==> config.mk <==
export PLATFORM = sky130hd
export DESIGN_NAME = lcd_mux_drv
export DESIGN_NICKNAME = d
export VERILOG_FILES = /design/src/rtl/lcd_drv_pkg.sv /design/src/rtl/lcd_slot_timer.sv /design/src/rtl/lcd_scan_seq.sv /design/src/rtl/lcd_level_map.sv /design/src/rtl/lcd_mux_drv.sv
export SDC_FILE = /design/constraint.sdc
export NUM_CORES = 1
export LEC_CHECK = 0
export ABC_AREA = 1
export BUFFER_PORTS_ARGS = -buffer_cell sky130_fd_sc_hd__buf_4
export CORE_AREA = 2 2 60 62
export DETAILED_ROUTE_END_ITERATION = 7
export DIE_AREA = 0 0 62 64
export PLACE_DENSITY = 0.94
export SLEW_MARGIN = 5
export SYNTH_ARGS = -nofsm -noshare
export SYNTH_HDL_FRONTEND = slang
export SYNTH_SLANG_ARGS = --single-unit
==> constraint.sdc <==
create_clock -name clk -period 2.87 [get_ports clk]
set_input_delay 0.574 -clock clk [delete_from_list [all_inputs] [get_ports clk]]
set_output_delay 0.574 -clock clk [all_outputs]
set_load 0.03 [all_outputs]
==> src/rtl/lcd_drv_pkg.sv <==
package lcd_drv_pkg;

  typedef logic [1:0] lvl_t;

  localparam lvl_t LVL_GND  = 2'b00;
  localparam lvl_t LVL_MID  = 2'b01;
  localparam lvl_t LVL_HIGH = 2'b10;

  // Rail taken by the selected common in the given phase.
  function automatic lvl_t sel_rail(input logic phase);
    return phase ? LVL_GND : LVL_HIGH;
  endfunction

  function automatic lvl_t other_rail(input lvl_t rail);
    return (rail == LVL_HIGH) ? LVL_GND : LVL_HIGH;
  endfunction

  function automatic lvl_t com_drive(input logic active, input logic selected,
                                     input logic phase);
    if (!active || !selected) return LVL_MID;
    return sel_rail(phase);
  endfunction

  function automatic lvl_t seg_drive(input logic active, input logic pixel,
                                     input logic phase);
    if (!active) return LVL_MID;
    return pixel ? other_rail(sel_rail(phase)) : sel_rail(phase);
  endfunction

endpackage

==> src/rtl/lcd_slot_timer.sv <==
module lcd_slot_timer #(
  parameter int TICKS_PER_SLOT = 2
) (
  input  logic clk,
  input  logic rst_n,
  input  logic slot_tick,
  input  logic disp_en,
  output logic slot_end
);
  localparam int CW = (TICKS_PER_SLOT > 1) ? $clog2(TICKS_PER_SLOT) : 1;
  localparam logic [CW-1:0] LAST = CW'(TICKS_PER_SLOT - 1);

  logic [CW-1:0] cnt_q;

  assign slot_end = disp_en && slot_tick && (cnt_q == LAST);

  always_ff @(posedge clk or negedge rst_n) begin
    if (!rst_n) begin
      cnt_q <= '0;
    end else if (!disp_en) begin
      cnt_q <= '0;
    end else if (slot_tick) begin
      cnt_q <= (cnt_q == LAST) ? '0 : cnt_q + 1'b1;
    end
  end
endmodule

==> src/rtl/lcd_scan_seq.sv <==
module lcd_scan_seq #(
  parameter int N_COM = 4,
  localparam int CIW = (N_COM > 1) ? $clog2(N_COM) : 1
) (
  input  logic           clk,
  input  logic           rst_n,
  input  logic           disp_en,
  input  logic           slot_end,
  output logic           active,
  output logic [CIW-1:0] com_idx,
  output logic           phase
);
  localparam logic [CIW-1:0] LAST = CIW'(N_COM - 1);

  logic idle_q;

  assign active = !idle_q;

  always_ff @(posedge clk or negedge rst_n) begin
    if (!rst_n) begin
      idle_q  <= 1'b1;
      com_idx <= '0;
      phase   <= 1'b0;
    end else if (!disp_en) begin
      idle_q  <= 1'b1;
      com_idx <= '0;
      phase   <= 1'b0;
    end else if (slot_end) begin
      if (idle_q) begin
        idle_q <= 1'b0;
      end else if (com_idx == LAST) begin
        com_idx <= '0;
        phase   <= ~phase;
      end else begin
        com_idx <= com_idx + 1'b1;
      end
    end
  end
endmodule

==> src/rtl/lcd_level_map.sv <==
module lcd_level_map
  import lcd_drv_pkg::*;
#(
  parameter int N_COM = 4,
  parameter int N_SEG = 18,
  localparam int CIW = (N_COM > 1) ? $clog2(N_COM) : 1
) (
  input  logic                   active,
  input  logic [CIW-1:0]         com_idx,
  input  logic                   phase,
  input  logic [N_COM*N_SEG-1:0] disp_bits,
  output logic [2*N_COM-1:0]     com_lvl,
  output logic [2*N_SEG-1:0]     seg_lvl
);
  for (genvar c = 0; c < N_COM; c++) begin : g_com
    assign com_lvl[2*c +: 2] = com_drive(active, com_idx == CIW'(c), phase);
  end

  for (genvar s = 0; s < N_SEG; s++) begin : g_seg
    logic [N_COM-1:0] px_row;
    assign px_row = disp_bits[s*N_COM +: N_COM];
    assign seg_lvl[2*s +: 2] = seg_drive(active, px_row[com_idx], phase);
  end
endmodule

==> src/rtl/lcd_mux_drv.sv <==
module lcd_mux_drv #(
  parameter int N_COM          = 4,
  parameter int N_SEG          = 18,
  parameter int TICKS_PER_SLOT = 2,
  localparam int NPIX = N_COM * N_SEG,
  localparam int CIW  = (N_COM > 1) ? $clog2(N_COM) : 1
) (
  input  logic               clk,
  input  logic               rst_n,
  input  logic               slot_tick,
  input  logic               disp_en,
  input  logic [NPIX-1:0]    disp_bits,
  output logic [2*N_COM-1:0] com_lvl,
  output logic [2*N_SEG-1:0] seg_lvl
);
  logic           slot_end;
  logic           active;
  logic [CIW-1:0] com_idx;
  logic           phase;

  lcd_slot_timer #(.TICKS_PER_SLOT(TICKS_PER_SLOT)) u_timer (
    .clk      (clk),
    .rst_n    (rst_n),
    .slot_tick(slot_tick),
    .disp_en  (disp_en),
    .slot_end (slot_end)
  );

  lcd_scan_seq #(.N_COM(N_COM)) u_seq (
    .clk     (clk),
    .rst_n   (rst_n),
    .disp_en (disp_en),
    .slot_end(slot_end),
    .active  (active),
    .com_idx (com_idx),
    .phase   (phase)
  );

  lcd_level_map #(.N_COM(N_COM), .N_SEG(N_SEG)) u_map (
    .active   (active),
    .com_idx  (com_idx),
    .phase    (phase),
    .disp_bits(disp_bits),
    .com_lvl  (com_lvl),
    .seg_lvl  (seg_lvl)
  );
endmodule

[Word level (Yosys, flattened, before mapping)]
Cells that the tools add are included.
Cells by class
  reductions and logical operators: 13
  bitwise gates (word level): 1
  mux-type cells: 99
  add/sub/neg operators: 2
  $lt $le $gt $ge: 1
  equal/unequal tests: 8
Operators by type and width (number)
  $mux W2: 50
  $bmux W1 S2: 18
  $mux W1: 31
  $eq A2 B2 Y1 const B: 3
  $logic_not A1 Y1: 4
  $logic_or A1 B1 Y1: 4
  $ne A2 B1 Y1 const B: 2
  $ne A2 B2 Y1 const B: 2
  $lt A2 B3 Y1 const B: 1
  $reduce_and A3 Y1: 1
  $add A2 B1 Y2 const B: 1
  $eq A2 B1 Y1 const B: 1
  $logic_and A1 B1 Y1: 2
  $logic_not A2 Y1: 1
  $reduce_and A2 Y1: 1
  $add A1 B1 Y1 const B: 1
  $not A1 Y1: 1
Word-level totals
  logic and storage cells: 128
  output and inout bits: 44
  input port bits: 76
  flip-flop bits (word level): 5

[Longest topological paths before layout]
Gate-level depths: netlist of run 1.
  depth in word-level cells: 5
  gate-level depth with buffers: 7
  gate-level depth less buffers: 6

[Hierarchy]
From an unflattened synthesis of run 1, not the netlist that was laid out.
Unflattened totals
  cell total of the unflattened synthesis: 292
  area, all modules: 1382.6 µm²
By module, submodules not included
  lcd_level_map: seq. area each 0.0 µm², cells an instance 262, area each 1139.8 µm², instances 1
  lcd_scan_seq: seq. area each 101.3 µm², cells an instance 23, area each 192.7 µm², instances 1
  lcd_slot_timer: seq. area each 25.0 µm², cells an instance 7, area each 50.0 µm², instances 1

[Worst setup path after synthesis of run 1]
Ideal clock, no wire load.
  path kind: flip-flop to output port
  from: reg u_seq.com_idx[1]
  to: out com_lvl[1]
  required time: 2296 ps
  setup slack: 740 ps
  buffers on the path: 1
  stages on the path, launching flop included: 6
  arrival time: 1556 ps
  path through: dfrtp_1 -> inv_2 -> buf_2 -> ha_1 -> nand2_1 -> nor2_1
Between the ends
  longest elaborated chain between the ends: 5
RTL lines
  start: declaration: RTL line lcd_scan_seq.sv:10  | output logic [CIW-1:0] com_idx,
  start signal: assignment: RTL line lcd_scan_seq.sv:35  | com_idx <= com_idx + 1'b1;
  $logic_not A2 Y1: RTL line lcd_level_map.sv:16  | assign com_lvl[2*c +: 2] = com_drive(active, com_idx == CIW'(c), phase);
  $logic_not A1 Y1: RTL line lcd_drv_pkg.sv:20  | if (!active || !selected) return LVL_MID;
  $logic_or A1 B1 Y1: RTL line lcd_drv_pkg.sv:20
  $mux W1: RTL line lcd_drv_pkg.sv:20
  $mux W2: RTL line lcd_drv_pkg.sv:21  | return sel_rail(phase);
  end: declaration: RTL line lcd_mux_drv.sv:13  | output logic [2*N_COM-1:0] com_lvl,
Every way passes these cells.

[Final worst setup path of run 1]
  from: reg u_seq.com_idx[0]
  to: out com_lvl[1]
Same word-level chain as after synthesis.

==> summary.txt, run 1 <==
Placement
  – DP HPWL: 3340 um
  – Routability cong.: 0.819
  – Placed cells: 384
  – Buffers added on ports: 119
  – Placed Area: 0.00203 sq mm

Drt
  – Drc violations: 0
  – Post-route antenna net violation count: 0
  – First-pass iteration count of the detailed router: 4
  – Via/cell ratio: 4.96
  – Initial DRC Count: 123
  – Routed vias: about 1,900
  – Drt wl/cell: 11.5 um
  – WL final: 4460 um

Critical path
  – WS Path Type: reg2out
  – Crit-path slowest cell: inv_2
  – Crit Reg-Reg Startpoint: u_seq.com_idx[0]
  – CP peak stage delay: 0.50 ns
  – R2r setup slk: around 1.1 ns
  – Crit start category: register
  – CP endpoint kind: output port
  – Critical-path cell list: inv_2 > ha_1 > nand2_1 > nor2_1 > buf_4
  – CP arrival: 1.87 ns
  – Worst reg2reg path endpoint: u_seq.com_idx[1]
  – CP max FO: 38
  – Critical path required time: around 2.3 ns
  – R2r worst-path depth: 4

Clock network
  – H-tree levels: 1
  – Root Driver: clkbuf_4
  – Postcts setup bufs: 0
  – Reg clk slew, reported paths: around 0.05 ns
  – TritonCTS Sinks: 5
  – Post-CTS sizing: 0
  – CTS tree: done
  – CTS buffer count: 3
  – Hold buffers post-CTS: 0
  – Longest Clk Path Bufs: 2
  – Worst-Skew Late Latency: 0.25 ns

Synthesis
  – Yosys reg bits: 5
  – Top post-synthesis cells by area: nand2_1 28%, nand3_1 21%, buf_4 13%, dfrtp_1 7.7%, a21oi_1 7.4%
  – Synthesized Nets: 330
  – Sequential-to-total area share from yosys stat: 9.77%
  – Syn Area/Cell: between 5 and 6 sq um
  – Netlist cell types: 16
  – Syn Std Cell Area: between 0.001 and 0.0015 sq mm
  – Yosys top cell by area: nand2_1
  – Mapped Cells: between 200 and 300
  – Top cell type's share of synthesized area: 27.6%
  – Synth warn: 0

Power and ir drop
  – Power Total: 0.417 mW
  – Comb pwr share: 60.4%
  – Static Leak: 1.16 nW
  – Switching Share: between 40% and 50%
  – Seq pwr share: about a fifth
  – Pwr/cell area: 203 mW/mm^2
  – Switching power: 0.168 mW
  – Internal: 0.249 mW
  – Clk pwr share: 20.5%
  – Worst vdd ir: 243 uV

Finish
  – Fin cells: 388
  – Share of cells above drive strength 1: 37.4%
  – Fillers: 330
  – Sequential Area: roughly 130 sq um
  – Diodes inserted: 0
  – Area delta synth->final: 59.0%
  – Area occupied by multi-input gates: 908 sq um
  – Design Area, Final: 0.00206 sq mm
  – Nets: between 400 and 500

Floorplan
  – DIE WIDTH: between 60 and 70 um
  – Die Ht: 64 um
  – I/O pin count: 120
  – Initial core utilization: 39.4%
  – Cell Rows: 21
  – Total die area: 0.00397 sq mm
  – Core ar.: 0.00328 sq mm

Global routing
  – GR Overflow Total: 0
  – Total GRT Usage: 21.8%
  – First-pass GRT wire length: 6880 um
  – Largest net degree at the start of global routing: 39
  – Vias in the first global route: 1,675
  – Initial antenna violation count: 0

Timing
  – Setup violators final: 0
  – Relative slew slack: 54.8%
  – Fin. Hold Viols: 0
  – Final critical-path share of the clock period: 85.0%
  – Pins Over Slew Limit: 0
  – Tightest Pin Transition: 0.677 ns
  – Unrepaired setup endpoints after global routing: false
  – FMAX: 410 MHz
  – TNS Setup: 0 ns
  – Clk_skew: 0.00389 ns
  – Final min period: between 2 and 2.5 ns

Run status
  – Run status: completed

Flow run
  – Max-cap violations: 0

Worst hold path
  – Hold WC Path Type: in2async
power by group through the flow:
| stage | combinational [mW] | sequential, mW | clock [mW] |
|---|---|---|---|
| 2_1_floorplan | 0.145 | 0.0795 | 0 |
| 3_3_place_gp | 0.249 | 0.0804 | 0 |
| 3_5_place_dp | 0.252 | 0.0810 | 0 |
| 4_1_cts | 0.253 | 0.0799 | 0.0877 |
| 5_1_grt | 0.272 | 0.0809 | 0.0923 |
| 6_report | 0.252 | 0.0799 | 0.0854 |
placed cells by master, fill, tap and decap left out:
cell	netlist	routed
nor3_1	3	3
ha_1	4	4
nand2_1	95	95
nor2_1	25	25
a21oi_1	19	19
nor3b_1	1	1
inv_1	4	4
dfrtp_1	4	4
nand3_1	54	54
clkbuf_4	0	3
dfstp_2	1	1
clkbuf_1	1	1
buf_4	22	122
inv_2	2	2
o21ai_0	4	4
metrics by stage:
stage          worst slack, ns  utilization, %  hold slack [ns]
4_1_cts                  0.417            62.6            0.113
5_1_grt                  0.188            62.6            0.115
3_5_place_dp             0.687            61.8            0.380
3_3_place_gp             0.722            61.8            0.378
6_report                 0.430            62.6            0.116
2_1_floorplan            0.740               -            0.278
area by class of cell:
class / instances / share of cell area (%)
timing repair buffer: 122 / 44.5
inverter: 6 / 1.09
multi-input combinational: 205 / 44.2
clock buffer: 4 / 1.28
sequential: 5 / 6.14
tap: 46 / 2.80
flip-flops by register name (all words and copies together) (netlist names):
name,flops
u_seq.phase,1
u_seq.com_idx,2
u_timer.cnt_q,1
u_seq.idle_q,1
cell families (layout without fill, tap and decap cells):
logic type | after synthesis | in the layout | share of synthesized area (%)
AOI/OAI and AO/OA | 23 | 23 | 8.90
adders and majority gates | 4 | 4 | 3.87
and+or+nand+nor | 178 | 178 | 57.4
buffers and inverters | 40 | 132 | 20.0
DFF | 5 | 5 | 9.77
synthesized netlist by cell type (all sizes together):
cell     n
nand3   54
ha       4
dfrtp    4
nor3b    1
nand2   95
buf     33
a21oi   19
nor2    25
clkbuf   1
inv      6
nor3     3
dfstp    1
o21ai    4
worst max-delay path by stage:
stage / slack [ns] / endpoint / cells after the start / startpoint
after floorplan: 0.74 / com_lvl[1] / 5 / u_seq.com_idx[1]
after global routing: 0.19 / seg_lvl[27] / 7 / u_seq.com_idx[0]
after global placement: 0.72 / com_lvl[7] / 4 / u_seq.idle_q
after detailed placement: 0.69 / com_lvl[7] / 4 / u_seq.idle_q
final: 0.43 / com_lvl[1] / 5 / u_seq.com_idx[0]
after CTS: 0.42 / com_lvl[7] / 4 / u_seq.idle_q
worst max-delay path, delay by kind of cell (launching register included):
kind | cells | cell delay [ns]
simple gates | 2 | 0.20
fa+ha+maj | 1 | 0.25
buf+inv | 2 | 0.67
flops | 1 | 0.49
per-layer routing:
| layer | global-route usage, % | wire length [um] | vias up |
|---|---|---|---|
| met5 | 0 | 0 | - |
| met4 | 4.26 | 41 | 0 |
| met3 | 2.43 | 319 | 7 |
| met2 | 43.2 | 2360 | 80 |
| met1 | 23.0 | 1740 | 860 |
| li1 | - | - | 979 |
Note: power is estimated with default switching activity, not from simulation.
==> run 2, diff against run 1 <==
--- a/config.mk
+++ b/config.mk
@@ -11,6 +11,7 @@
 export DETAILED_ROUTE_END_ITERATION = 7
 export DIE_AREA = 0 0 62 64
 export PLACE_DENSITY = 0.94
+export RECOVER_POWER = 25
 export SLEW_MARGIN = 5
 export SYNTH_ARGS = -nofsm -noshare
 export SYNTH_HDL_FRONTEND = slang
==> summary.txt, run 2 (synthesis results as in run 1) <==
Run status
  – Run status: completed (unchanged)

Timing
  – Pins Over Slew Limit: 0 (unchanged)
  – Tightest Pin Transition: 0.695 ns (was 0.677 ns)
  – Setup violators final: 0 (unchanged)
  – Unrepaired setup endpoints after global routing: false (unchanged)
  – TNS Setup: 0 ns (unchanged)
  – Relative slew slack: 53.6% (was 54.8%)
  – Fin. Hold Viols: 0 (unchanged)
  – Final critical-path share of the clock period: 84.9% (was 85.0%)
  – Hold WS: 0.170 ns (was 0.116 ns)
  – Final min period: 2.44 ns (about the same)
  – FMAX: 410 MHz (about the same)
  – Final WS setup: 0.433 ns (was 0.430 ns)
  – Clk_skew: 0.00651 ns (was 0.00389 ns)

Power and ir drop
  – Power Total: 0.412 mW (was 0.417 mW)
  – Worst vdd ir: 239 uV (was 243 uV)
  – Pwr/cell area: 203 mW/mm^2 (about the same)
  – Static Leak: 1.14 nW (was 1.16 nW)

Floorplan
  – I/O pin count: 120 (unchanged)
  – Cell Rows: 21 (unchanged)
  – Core ar.: 0.00328 sq mm (unchanged)
  – DIE WIDTH: 62 um (unchanged)
  – Total die area: 0.00397 sq mm (unchanged)
  – Die Ht: 64 um (unchanged)
  – Initial core utilization: 39.4% (unchanged)

Placement
  – Routability cong.: 0.819 (unchanged)
  – Placed Area: 0.00203 sq mm (unchanged)
  – Worst slack at placement: 0.687 ns (unchanged)
  – Buffers added on ports: 119 (unchanged)
  – DP HPWL: 3340 um (unchanged)
  – Placed cells: 384 (unchanged)

Finish
  – Fillers: 336 (was 330)
  – Max reg flops: 2 (unchanged)
  – Design Area, Final: 0.00203 sq mm (was 0.00206 sq mm)
  – Fin cells: 388 (unchanged)
  – Post-layout util: 61.8% (was 62.6%)
  – Nets: 423 (unchanged)
  – Diodes inserted: 0 (unchanged)
  – Share of cells above drive strength 1: 35.4% (was 37.4%)
  – Biggest register: u_seq.com_idx (unchanged)
  – Most frequent cells in the layout: 115 x buf_4, 95 x nand2_1, 54 x nand3_1, 25 x nor2_1, 19 x a21oi_1 (was 122 x buf_4, 95 x nand2_1, 54 x nand3_1, 25 x nor2_1, 19 x a21oi_1)
  – Area delta synth->final: 57.0% (was 59.0%)
  – Most common cell after layout, fill and taps aside: buf_4 (unchanged)

Critical path
  – Critical path required time: 2.30 ns (about the same)
  – R2r setup slk: 1.14 ns (was 1.13 ns)
  – R2r worst-path depth: 4 (unchanged)
  – CP endpoint kind: output port (unchanged)
  – CP arrival: 1.86 ns (was 1.87 ns)
  – Crit start category: register (unchanged)
  – WS Path Type: reg2out (unchanged)
  – CP max FO: 38 (unchanged)

Clock network
  – Root Driver: clkbuf_4 (unchanged)
  – Post-CTS sizing: 0 (unchanged)
  – Hold buffers post-CTS: 0 (unchanged)
  – Longest Clk Path Bufs: 2 (unchanged)
  – TritonCTS Sinks: 5 (unchanged)
  – Worst-Skew Late Latency: 0.25 ns (about the same)
  – CTS buffer count: 3 (unchanged)
  – H-tree levels: 1 (unchanged)
  – Postcts setup bufs: 0 (unchanged)
  – Reg clk slew, reported paths: 0.05 ns (about the same)
  – CTS tree: done (unchanged)

Global routing
  – Largest net degree at the start of global routing: 39 (unchanged)
  – First-pass GRT wire length: 6880 um (unchanged)
  – Total GRT Usage: 21.8% (unchanged)
  – GR Overflow Total: 0 (unchanged)
  – Initial antenna violation count: 0 (unchanged)
  – Vias in the first global route: 1,675 (unchanged)

Drt
  – WL met2: 2370 um (was 2360 um)
  – First-pass iteration count of the detailed router: 4 (unchanged)
  – Via/cell ratio: 4.89 (was 4.96)
  – Routed vias: 1,899 (was 1,926)
  – Top Layer Used: met4 (unchanged)
  – WL met3: 308 um (was 319 um)
  – Drc violations: 0 (unchanged)
  – Drt wl/cell: 11.5 um (about the same)
  – Post-route antenna net violation count: 0 (unchanged)
  – Met1 WL: 1770 um (was 1740 um)
  – Initial DRC Count: 133 (was 123)
  – WL final: 4450 um (was 4460 um)

Worst hold path
  – Hold WC Path Type: in2async (unchanged)

Flow run
  – Max-cap violations: 0 (unchanged)
## run 2: changes by cell type in the layout (fill, tap and decap cells not counted), sizes merged
| cell | before | now |
|---|---|---|
| buf | 122 | 115 |
| clkbuf | 4 | 11 |
## run 2: critical path, cell delays in order (launching register included)
cell     delay, ns
dfrtp_1       0.49
inv_2         0.49
ha_1          0.24
nand2_1       0.07
nor2_1        0.14
buf_4         0.17
## run 2: final timing paths
check                                      start               end
worst min-delay path                       rst_n  u_seq.com_idx[0]
worst min register to register     u_timer.cnt_q     u_timer.cnt_q
worst max register to register      u_seq.idle_q       u_seq.phase
worst max-delay path            u_seq.com_idx[0]        com_lvl[1]
max in group asynchronous                  rst_n      u_seq.idle_q
min in group clk                         disp_en      u_seq.idle_q
## run 2: layout make-up
cell class	count	area [sq um]	area share, %
well taps	46	57.6	2.83
repair buffers	122	890	43.8
flip-flops and latches	5	126	6.22
clock buffers	4	26.3	1.29
multi-input cells	205	908	44.7
inverters	6	22.5	1.11
## run 2: power breakdown
part / switching, mW / internal (mW) / total (mW)
combinational: 0.130 / 0.118 / 0.247
sequential: 0.00592 / 0.0740 / 0.0799
clock: 0.0321 / 0.0528 / 0.0849
## run 2: layer usage
metal  vias to the layer above  track usage (%)
li1                        980                -
met1                       846             23.0
met2                        71             43.2
met3                         2             2.43
met4                         0             4.26
met5                         -                0
